**src/rtl/sio_cfg_pkg.sv**
```systemverilog
package sio_cfg_pkg;
  typedef enum logic [1:0] {
    KS_SEALED = 2'd0,
    KS_ARMED  = 2'd1,
    KS_OPEN   = 2'd2
  } key_state_t;

  localparam logic [7:0]  KEY_OPEN_BYTE  = 8'h87;
  localparam logic [7:0]  KEY_SEAL_BYTE  = 8'hAA;
  localparam logic [7:0]  IDX_LDSEL      = 8'h07;
  localparam logic [7:0]  IDX_DEVID_HI   = 8'h20;
  localparam logic [7:0]  IDX_DEVID_LO   = 8'h21;
  localparam logic [7:0]  IDX_REV        = 8'h22;
  localparam logic [7:0]  IDX_VEND_HI    = 8'h23;
  localparam logic [7:0]  IDX_VEND_LO    = 8'h24;
  localparam logic [15:0] VENDOR_CODE    = 16'h1934;
  localparam logic [7:0]  SEALED_READ    = 8'hFF;
endpackage

```
**src/rtl/sio_key_seq.sv**
```systemverilog
module sio_key_seq
  import sio_cfg_pkg::*;
(
  input  logic       clk,
  input  logic       rst_n,
  input  logic       idx_wr,
  input  logic [7:0] idx_val,
  output logic       is_open,
  output logic [7:0] cur_idx
);
  key_state_t st_q, st_d;

  always_comb begin
    st_d = st_q;
    if (idx_wr) begin
      unique case (st_q)
        KS_SEALED: if (idx_val == KEY_OPEN_BYTE) st_d = KS_ARMED;
        KS_ARMED:  st_d = (idx_val == KEY_OPEN_BYTE) ? KS_OPEN : KS_SEALED;
        KS_OPEN:   if (idx_val == KEY_SEAL_BYTE) st_d = KS_SEALED;
        default:   st_d = KS_SEALED;
      endcase
    end
  end

  always_ff @(posedge clk or negedge rst_n) begin
    if (!rst_n) begin
      st_q    <= KS_SEALED;
      cur_idx <= 8'h00;
    end else begin
      st_q <= st_d;
      if (idx_wr && st_q == KS_OPEN && idx_val != KEY_SEAL_BYTE)
        cur_idx <= idx_val;
    end
  end

  assign is_open = (st_q == KS_OPEN);

  AST_OPEN_NEEDS_KEY: assert property (@(posedge clk) disable iff (!rst_n)
    $rose(is_open) |-> $past(idx_wr && idx_val == KEY_OPEN_BYTE));
  AST_SEAL_ON_KEY: assert property (@(posedge clk) disable iff (!rst_n)
    (is_open && idx_wr && idx_val == KEY_SEAL_BYTE) |=> !is_open);
endmodule

```
**src/rtl/sio_glob_regs.sv**
```systemverilog
module sio_glob_regs
  import sio_cfg_pkg::*;
#(
  parameter logic [15:0] DEV_ID  = 16'h0909,
  parameter logic [7:0]  DEV_REV = 8'h01
) (
  input  logic       clk,
  input  logic       rst_n,
  input  logic       open_i,
  input  logic       dat_wr,
  input  logic [7:0] idx,
  input  logic [7:0] wdata,
  output logic [7:0] ldn,
  output logic [7:0] rd_val
);
  always_ff @(posedge clk or negedge rst_n) begin
    if (!rst_n)
      ldn <= 8'h00;
    else if (open_i && dat_wr && idx == IDX_LDSEL)
      ldn <= wdata;
  end

  always_comb begin
    unique case (idx)
      IDX_LDSEL:    rd_val = ldn;
      IDX_DEVID_HI: rd_val = DEV_ID[15:8];
      IDX_DEVID_LO: rd_val = DEV_ID[7:0];
      IDX_REV:      rd_val = DEV_REV;
      IDX_VEND_HI:  rd_val = VENDOR_CODE[15:8];
      IDX_VEND_LO:  rd_val = VENDOR_CODE[7:0];
      default:      rd_val = 8'h00;
    endcase
  end

  AST_LDN_HELD_SEALED: assert property (@(posedge clk) disable iff (!rst_n)
    !$past(open_i) |-> $stable(ldn));
endmodule

```
**src/rtl/sio_ld_window.sv**
```systemverilog
module sio_ld_window #(
  parameter logic [7:0] WIN_LDN = 8'h06,
  parameter logic [7:0] WIN_LO  = 8'h30
) (
  input  logic       open_i,
  input  logic [7:0] ldn,
  input  logic [7:0] idx,
  input  logic       dat_wr,
  input  logic       dat_rd,
  input  logic [7:0] wdata,
  input  logic [7:0] dev_rdata,
  output logic       in_range,
  output logic       dev_wr,
  output logic       dev_rd,
  output logic [7:0] dev_idx,
  output logic [7:0] dev_wdata,
  output logic [7:0] rd_val
);
  logic selected;

  assign in_range  = (idx >= WIN_LO);
  assign selected  = open_i && in_range && (ldn == WIN_LDN);
  assign dev_wr    = selected && dat_wr;
  assign dev_rd    = selected && dat_rd;
  assign dev_idx   = idx;
  assign dev_wdata = wdata;
  assign rd_val    = selected ? dev_rdata : 8'h00;
endmodule

```
**src/rtl/sio_cfg_gate.sv**
```systemverilog
module sio_cfg_gate
  import sio_cfg_pkg::*;
#(
  parameter int          ADDR_W   = 16,
  parameter logic [15:0] BASE_PRI = 16'h002E,
  parameter logic [15:0] BASE_ALT = 16'h004E,
  parameter logic [15:0] DEV_ID   = 16'h0909,
  parameter logic [7:0]  DEV_REV  = 8'h01,
  parameter logic [7:0]  WIN_LDN  = 8'h06,
  parameter logic [7:0]  WIN_LO   = 8'h30
) (
  input  logic              clk,
  input  logic              rst_n,
  input  logic              strap_alt,
  input  logic              io_wr,
  input  logic              io_rd,
  input  logic [ADDR_W-1:0] io_addr,
  input  logic [7:0]        io_wdata,
  output logic [7:0]        io_rdata,
  output logic              rd_vld,
  output logic              win_wr,
  output logic              win_rd,
  output logic [7:0]        win_idx,
  output logic [7:0]        win_wdata,
  input  logic [7:0]        win_rdata
);
  localparam logic [ADDR_W-1:0] IDX_PORT_PRI = ADDR_W'(BASE_PRI);
  localparam logic [ADDR_W-1:0] IDX_PORT_ALT = ADDR_W'(BASE_ALT);

  logic [ADDR_W-1:0] idx_port;
  logic              hit_idx, hit_dat;
  logic              is_open, in_range;
  logic [7:0]        cur_idx, ldn, glob_val, win_val, rd_next;

  assign idx_port = strap_alt ? IDX_PORT_ALT : IDX_PORT_PRI;
  assign hit_idx  = (io_addr == idx_port);
  assign hit_dat  = (io_addr == idx_port + ADDR_W'(1));

  sio_key_seq u_key (
    .clk     (clk),
    .rst_n   (rst_n),
    .idx_wr  (io_wr && hit_idx),
    .idx_val (io_wdata),
    .is_open (is_open),
    .cur_idx (cur_idx)
  );

  sio_glob_regs #(.DEV_ID(DEV_ID), .DEV_REV(DEV_REV)) u_glob (
    .clk    (clk),
    .rst_n  (rst_n),
    .open_i (is_open),
    .dat_wr (io_wr && hit_dat),
    .idx    (cur_idx),
    .wdata  (io_wdata),
    .ldn    (ldn),
    .rd_val (glob_val)
  );

  sio_ld_window #(.WIN_LDN(WIN_LDN), .WIN_LO(WIN_LO)) u_win (
    .open_i    (is_open),
    .ldn       (ldn),
    .idx       (cur_idx),
    .dat_wr    (io_wr && hit_dat),
    .dat_rd    (io_rd && hit_dat),
    .wdata     (io_wdata),
    .dev_rdata (win_rdata),
    .in_range  (in_range),
    .dev_wr    (win_wr),
    .dev_rd    (win_rd),
    .dev_idx   (win_idx),
    .dev_wdata (win_wdata),
    .rd_val    (win_val)
  );

  always_comb begin
    if (!is_open)     rd_next = SEALED_READ;
    else if (hit_idx) rd_next = cur_idx;
    else if (in_range) rd_next = win_val;
    else              rd_next = glob_val;
  end

  always_ff @(posedge clk or negedge rst_n) begin
    if (!rst_n) begin
      rd_vld   <= 1'b0;
      io_rdata <= 8'h00;
    end else begin
      rd_vld <= io_rd && (hit_idx || hit_dat);
      if (io_rd && (hit_idx || hit_dat))
        io_rdata <= rd_next;
    end
  end

  AST_RDVLD_AFTER_STROBE: assert property (@(posedge clk) disable iff (!rst_n)
    rd_vld |-> $past(io_rd));
  AST_SEALED_READS_FF: assert property (@(posedge clk) disable iff (!rst_n)
    (rd_vld && !$past(is_open)) |-> io_rdata == SEALED_READ);
  AST_WIN_NEEDS_OPEN: assert property (@(posedge clk) disable iff (!rst_n)
    (win_wr || win_rd) |-> is_open);
endmodule

```
**config.mk**
```make
export PLATFORM = sky130hd
export DESIGN_NAME = sio_cfg_gate
export DESIGN_NICKNAME = d
export VERILOG_FILES = /design/src/rtl/sio_cfg_pkg.sv /design/src/rtl/sio_key_seq.sv /design/src/rtl/sio_glob_regs.sv /design/src/rtl/sio_ld_window.sv /design/src/rtl/sio_cfg_gate.sv
export SDC_FILE = /design/constraint.sdc
export NUM_CORES = 1
export LEC_CHECK = 0
export BUFFER_PORTS_ARGS = -buffer_cell sky130_fd_sc_hd__buf_2
export CAP_MARGIN = 40
export CORE_AREA = 5 5 83 85
export DETAILED_ROUTE_END_ITERATION = 8
export DIE_AREA = 0 0 88 90
export MAX_ROUTING_LAYER = met4
export PLACE_DENSITY = 0.67
export RECOVER_POWER = 50
export SLEW_MARGIN = 10
export SYNTH_ARGS = -nofsm -noshare
export SYNTH_HDL_FRONTEND = slang
export SYNTH_HIERARCHICAL = 1
export SYNTH_SLANG_ARGS = --single-unit
```
**constraint.sdc**
```tcl
create_clock -name clk -period 5.6 [get_ports clk]
set_input_delay 0.28 -clock clk [delete_from_list [all_inputs] [get_ports clk]]
set_output_delay 0.28 -clock clk [all_outputs]
set_load 0.1 [all_outputs]
```
### Word-level counts from Yosys, hierarchy flattened

Cells that the tools add are included.

* register bits: 27
* input port bits: 37
* output and inout bits: 27
* logic and storage cells: 49

* add/sub/neg operators: 1
* magnitude comparators: 1
* equality and inequality tests: 16
* muxes and demuxes: 10
* reductions and logical operators: 16

Operators by type and width (count)
* $eq A8 B6 Y1 const B: 5
* $pmux W8 S5: 1
* $mux W8: 4
* $eq A16 B7 Y1: 1
* $eq A16 B8 Y1: 1
* $eq A8 B3 Y1 const B: 2
* $eq A8 B8 Y1 const B: 2
* $logic_and A1 B1 Y1: 12
* $add A7 B1 Y8 const B: 1
* $ge A8 B6 Y1 const B: 1
* $ne A8 B8 Y1 const B: 1
* $mux W7: 1
* $mux W2: 3
* $pmux W2 S3: 1
* $ne A2 B1 Y1 const B: 2
* $reduce_and A3 Y1: 1
* $eq A2 B1 Y1 const B: 1
* $eq A2 B2 Y1 const B: 1
* $logic_not A2 Y1: 1
* $reduce_or A2 Y1: 1
* $logic_or A1 B1 Y1: 1

### Depth between registers and ports, before layout

* depth after elaboration: 7
* depth in mapped cells: 8

### By module

Netlist, hierarchy kept.

By module, submodules not included
* sio_cfg_gate: times used 1, cells an instance 71, area each 688.2 µm², sequential area each 225.2 µm²
* sio_key_seq: times used 1, cells an instance 30, area each 469.2 µm², sequential area each 250.2 µm²
* sio_glob_regs: times used 1, cells an instance 45, area each 466.7 µm², sequential area each 200.2 µm²
* sio_ld_window: times used 1, cells an instance 43, area each 415.4 µm², sequential area each 0.0 µm²

### Worst setup path before layout

No wires, ideal clock.

* path type: in2out
* start point: input strap_alt
* end point: output win_wr
* arrival: 3148 ps
* slack: 2172 ps
* cell stages on the path: 6
* buffers on the path: 0
* cells stage by stage: or3b_4 -> a211oi_4 -> and2_1 -> and3_1 -> nand4bb_1 -> nor4_2

* cells in the longest elaborated chain, start to end: 5

RTL lines
* start, declared: RTL line sio_cfg_gate.sv:14 `input logic strap_alt,`
* $mux W7: RTL line sio_cfg_gate.sv:35 `assign idx_port = strap_alt ? IDX_PORT_ALT : IDX_PORT_PRI;`
* $add A7 B1 Y8: RTL line sio_cfg_gate.sv:37 `assign hit_dat = (io_addr == idx_port + ADDR_W'(1));`
* $eq A16 B8 Y1: RTL line sio_cfg_gate.sv:37
* $logic_and A1 B1 Y1: RTL line sio_cfg_gate.sv:63 `.dat_wr (io_wr && hit_dat),`
* $logic_and A1 B1 Y1: RTL line sio_ld_window.sv:23 `assign dev_wr = selected && dat_wr;`
* end, declared: RTL line sio_cfg_gate.sv:21 `output logic win_wr,`

Every way passes these cells.

### Worst setup path after layout

Ends and elaborated chain as after synthesis.

==> results.sh <==
export IMPL_yosys_warnings=6
export IMPL_vias=1682
export IMPL_sw_frac_of_total=0.279
export IMPL_synth_most_common_cell="dfrtp_1"
export IMPL_cts_buffer_depth=2
export IMPL_finalHoldViolations=0
export IMPL_p_sw_uw=99.8
export IMPL_max_cap_violations=0
export IMPL_core_rowCount=29
export IMPL_avgSynthCellArea_um2=10.8
export IMPL_place_congestion=0.882
export IMPL_antenna_cells=0
export IMPL_core_region_area_um2=6130
export IMPL_status="finished clean"
export IMPL_max_vdd_ir_drop_mv=0.0747
export IMPL_synth_nets=226
export IMPL_holdPathStages=2
export IMPL_path_max_fanout=28
export IMPL_post_cts_buffers=0
export IMPL_clk_latency_ns=0.28
export IMPL_grt_pass1_wl_um=7960
export IMPL_root_buffer="clkbuf_8"
export IMPL_grt_pass1_vias=1590
export IMPL_syn_to_final_growth_pct=11.6
export IMPL_finalSetupTns_ns=0
export IMPL_ys_ff_latch=27
export IMPL_syn_cell_area_um2=2040
export IMPL_layout_min_cycle_time_ns=3.22
export IMPL_ys_async_sr_fraction=1.00
export IMPL_fin_nets=267
export IMPL_r2r_cells=6
export IMPL_drc_errors=0
export IMPL_cts_tree="done"
export IMPL_synth_area_leaders="dfrtp_1, mux2_2, nand4bb_1, buf_4, nor4_2"
export IMPL_p_clk_frac=0.310
export IMPL_seqPwrFrac=0.545
export IMPL_final_cell_area_um2=2280
export IMPL_cp_start_kind="input port"
export IMPL_drtIter0Drc=133
export IMPL_cts_hold_buffers=0
export IMPL_synth_top_cell_area_share=0.331
export IMPL_worstMarginPinSlew_ns=1.40
export IMPL_start_util=0.333
export IMPL_critPathKind="input port to output port"
export IMPL_syn_inst=189
export IMPL_vias_per_cell=5.50
export IMPL_gr_total_overflow=0
export IMPL_setup_viol=0
export IMPL_h_tree_depth=1
export IMPL_holdCritPathClass="input port to register"
export IMPL_dr_pass1_iters=4
export IMPL_cts_sinks=27
export IMPL_cp_data_arrival_time_ns=2.94
export IMPL_grt_total_usage=0.128
export IMPL_ys_types=41
export IMPL_clk_pin_slew_worst_paths_ns=0.09
export IMPL_die_area_um2=7920
export IMPL_drive_above_1_share=0.410
export IMPL_placed_cell_area_um2=2250
export IMPL_fp_dieW_um=88
export IMPL_cts_buffers=3
export IMPL_port_buffers=63
export IMPL_ys_seq_area_frac=0.331
export IMPL_end_kind="output port"
export IMPL_finalWirelength_um=4970
export IMPL_relSlewSlack=0.0660
export IMPL_powerDensity_nw_per_um2=157
export IMPL_fin_skew_ns=0.00382
export IMPL_synth_ff_type="dfrtp_1"
export IMPL_synth_common_cells="dfrtp_1, buf_4, a31oi_1"
export IMPL_postLayoutCoreUtil=0.371
export IMPL_synth_edf_count=0
export IMPL_period_share=0.575
export IMPL_hpwl_um=3850
export IMPL_cts_resized=0
export IMPL_routedWlPerCell_um=16.2
export IMPL_fmax_mhz=311
export IMPL_yosys_area_top_type="dfrtp_1"
export IMPL_slew_violations=0
export IMPL_grt_max_degree=29
export IMPL_fp_dieH_um=90
export IMPL_leakagePower_uw=0.000960
export IMPL_comb_power_share=0.145
export IMPL_rsz0062_at_grt="no"
export IMPL_ant_nets=0
export IMPL_p_int_uw=258
export IMPL_ios=64
export IMPL_grt_antenna_before_repair=0
export IMPL_worst_ep_required_time_ns=5.32
[final cells by class]
cell class | instances | area (µm²)
clock buffers | 3 | 41.3
clock inverters | 1 | 5.00
fillers | 628 | 3860
inverters | 3 | 11.3
multi-input cells | 130 | 1140
flip-flops and latches | 27 | 676
well taps | 77 | 96.3
repair buffers | 65 | 310
[sequential cells by signal, indices dropped and copies added (netlist names)]
register and count:
u_key/cur_idx 8, u_glob/ldn 8, io_rdata 8, u_key/st_q 2, rd_vld 1
[power by group through the flow]
stage,Clock (µW),Sequential (µW),Combinational (µW)
after floorplan,0,199,34.1
after global placement,0,199,53.3
after detailed placement,0,199,53.8
after CTS,117,195,53.9
after global routing,124,195,55.7
final,111,195,51.9
[worst max-delay path, stage by stage]
cell       delay [ns]
buf_2            0.11
or3b_4           0.40
a211oi_4         0.19
clkbuf_1         0.78
and2_1           0.25
and3_1           0.18
nand4bb_1        0.11
nor4_2           0.16
buf_2            0.48
[routing by layer]
layer  up-vias  track usage  wire length (µm)
met1       822        0.163              2110
met5         -            -                 0
met2        61        0.205              2390
met4         0       0.0358                83
li1        792            -                 -
met3         7       0.0247               387
[layout by cell type, fill, tap and decap left out, types with 2 or more instances in the layout]
| master | synthesis | routed |
|---|---|---|
| a21oi_1 | 4 | 4 |
| mux2_2 | 16 | 16 |
| clkbuf_8 | 0 | 3 |
| buf_2 | 2 | 50 |
| clkbuf_1 | 4 | 14 |
| a31oi_1 | 17 | 17 |
| and3_1 | 5 | 5 |
| nor4_2 | 10 | 10 |
| inv_1 | 3 | 3 |
| a21o_2 | 6 | 6 |
| nand2_1 | 5 | 5 |
| a21o_1 | 2 | 2 |
| dfrtp_1 | 27 | 27 |
| nor2b_1 | 3 | 3 |
| nand3_1 | 9 | 9 |
| nor3_1 | 2 | 2 |
| nand4bb_1 | 13 | 13 |
| nor2_1 | 3 | 3 |
| and2_1 | 4 | 4 |
| mux2i_1 | 10 | 10 |
| and3b_1 | 2 | 2 |
[cell families (layout without fill, tap and decap cells)]
kind of cell / after synthesis / after routing / share of synthesized area
AND/OR/NAND/NOR: 69 / 69 / 0.290
AO/OA/AOI/OAI: 35 / 35 / 0.129
buffers and inverters: 32 / 72 / 0.112
flip-flops: 27 / 27 / 0.331
multiplexers: 26 / 26 / 0.137
[through the flow]
stage,cells,total power (µW),setup WS [ns],hold WS [ns]
after detailed placement,302,253,2.93,0.324
after global routing,306,375,2.23,0.291
after floorplan,189,233,2.17,-0.0156
after CTS,306,366,2.79,0.0167
final,306,358,2.38,0.290
after global placement,301,252,2.97,0.312
[path summary, 6_finish.rpt]
check | from | end | slack, ns
hold reg to reg | u_glob/ldn[6] | u_glob/ldn[6] | 0.55
max in group asynchronous | rst_n | u_glob/ldn[0] | 4.47
setup reg to reg | u_key/st_q[1] | io_rdata[5] | 3.14
hold / removal | io_wdata[4] | u_key/cur_idx[4] | 0.29
setup / recovery | strap_alt | win_wr | 2.38
min in group asynchronous | rst_n | u_key/cur_idx[0] | 0.31
No activity file was read; power rests on OpenSTA's default activity.
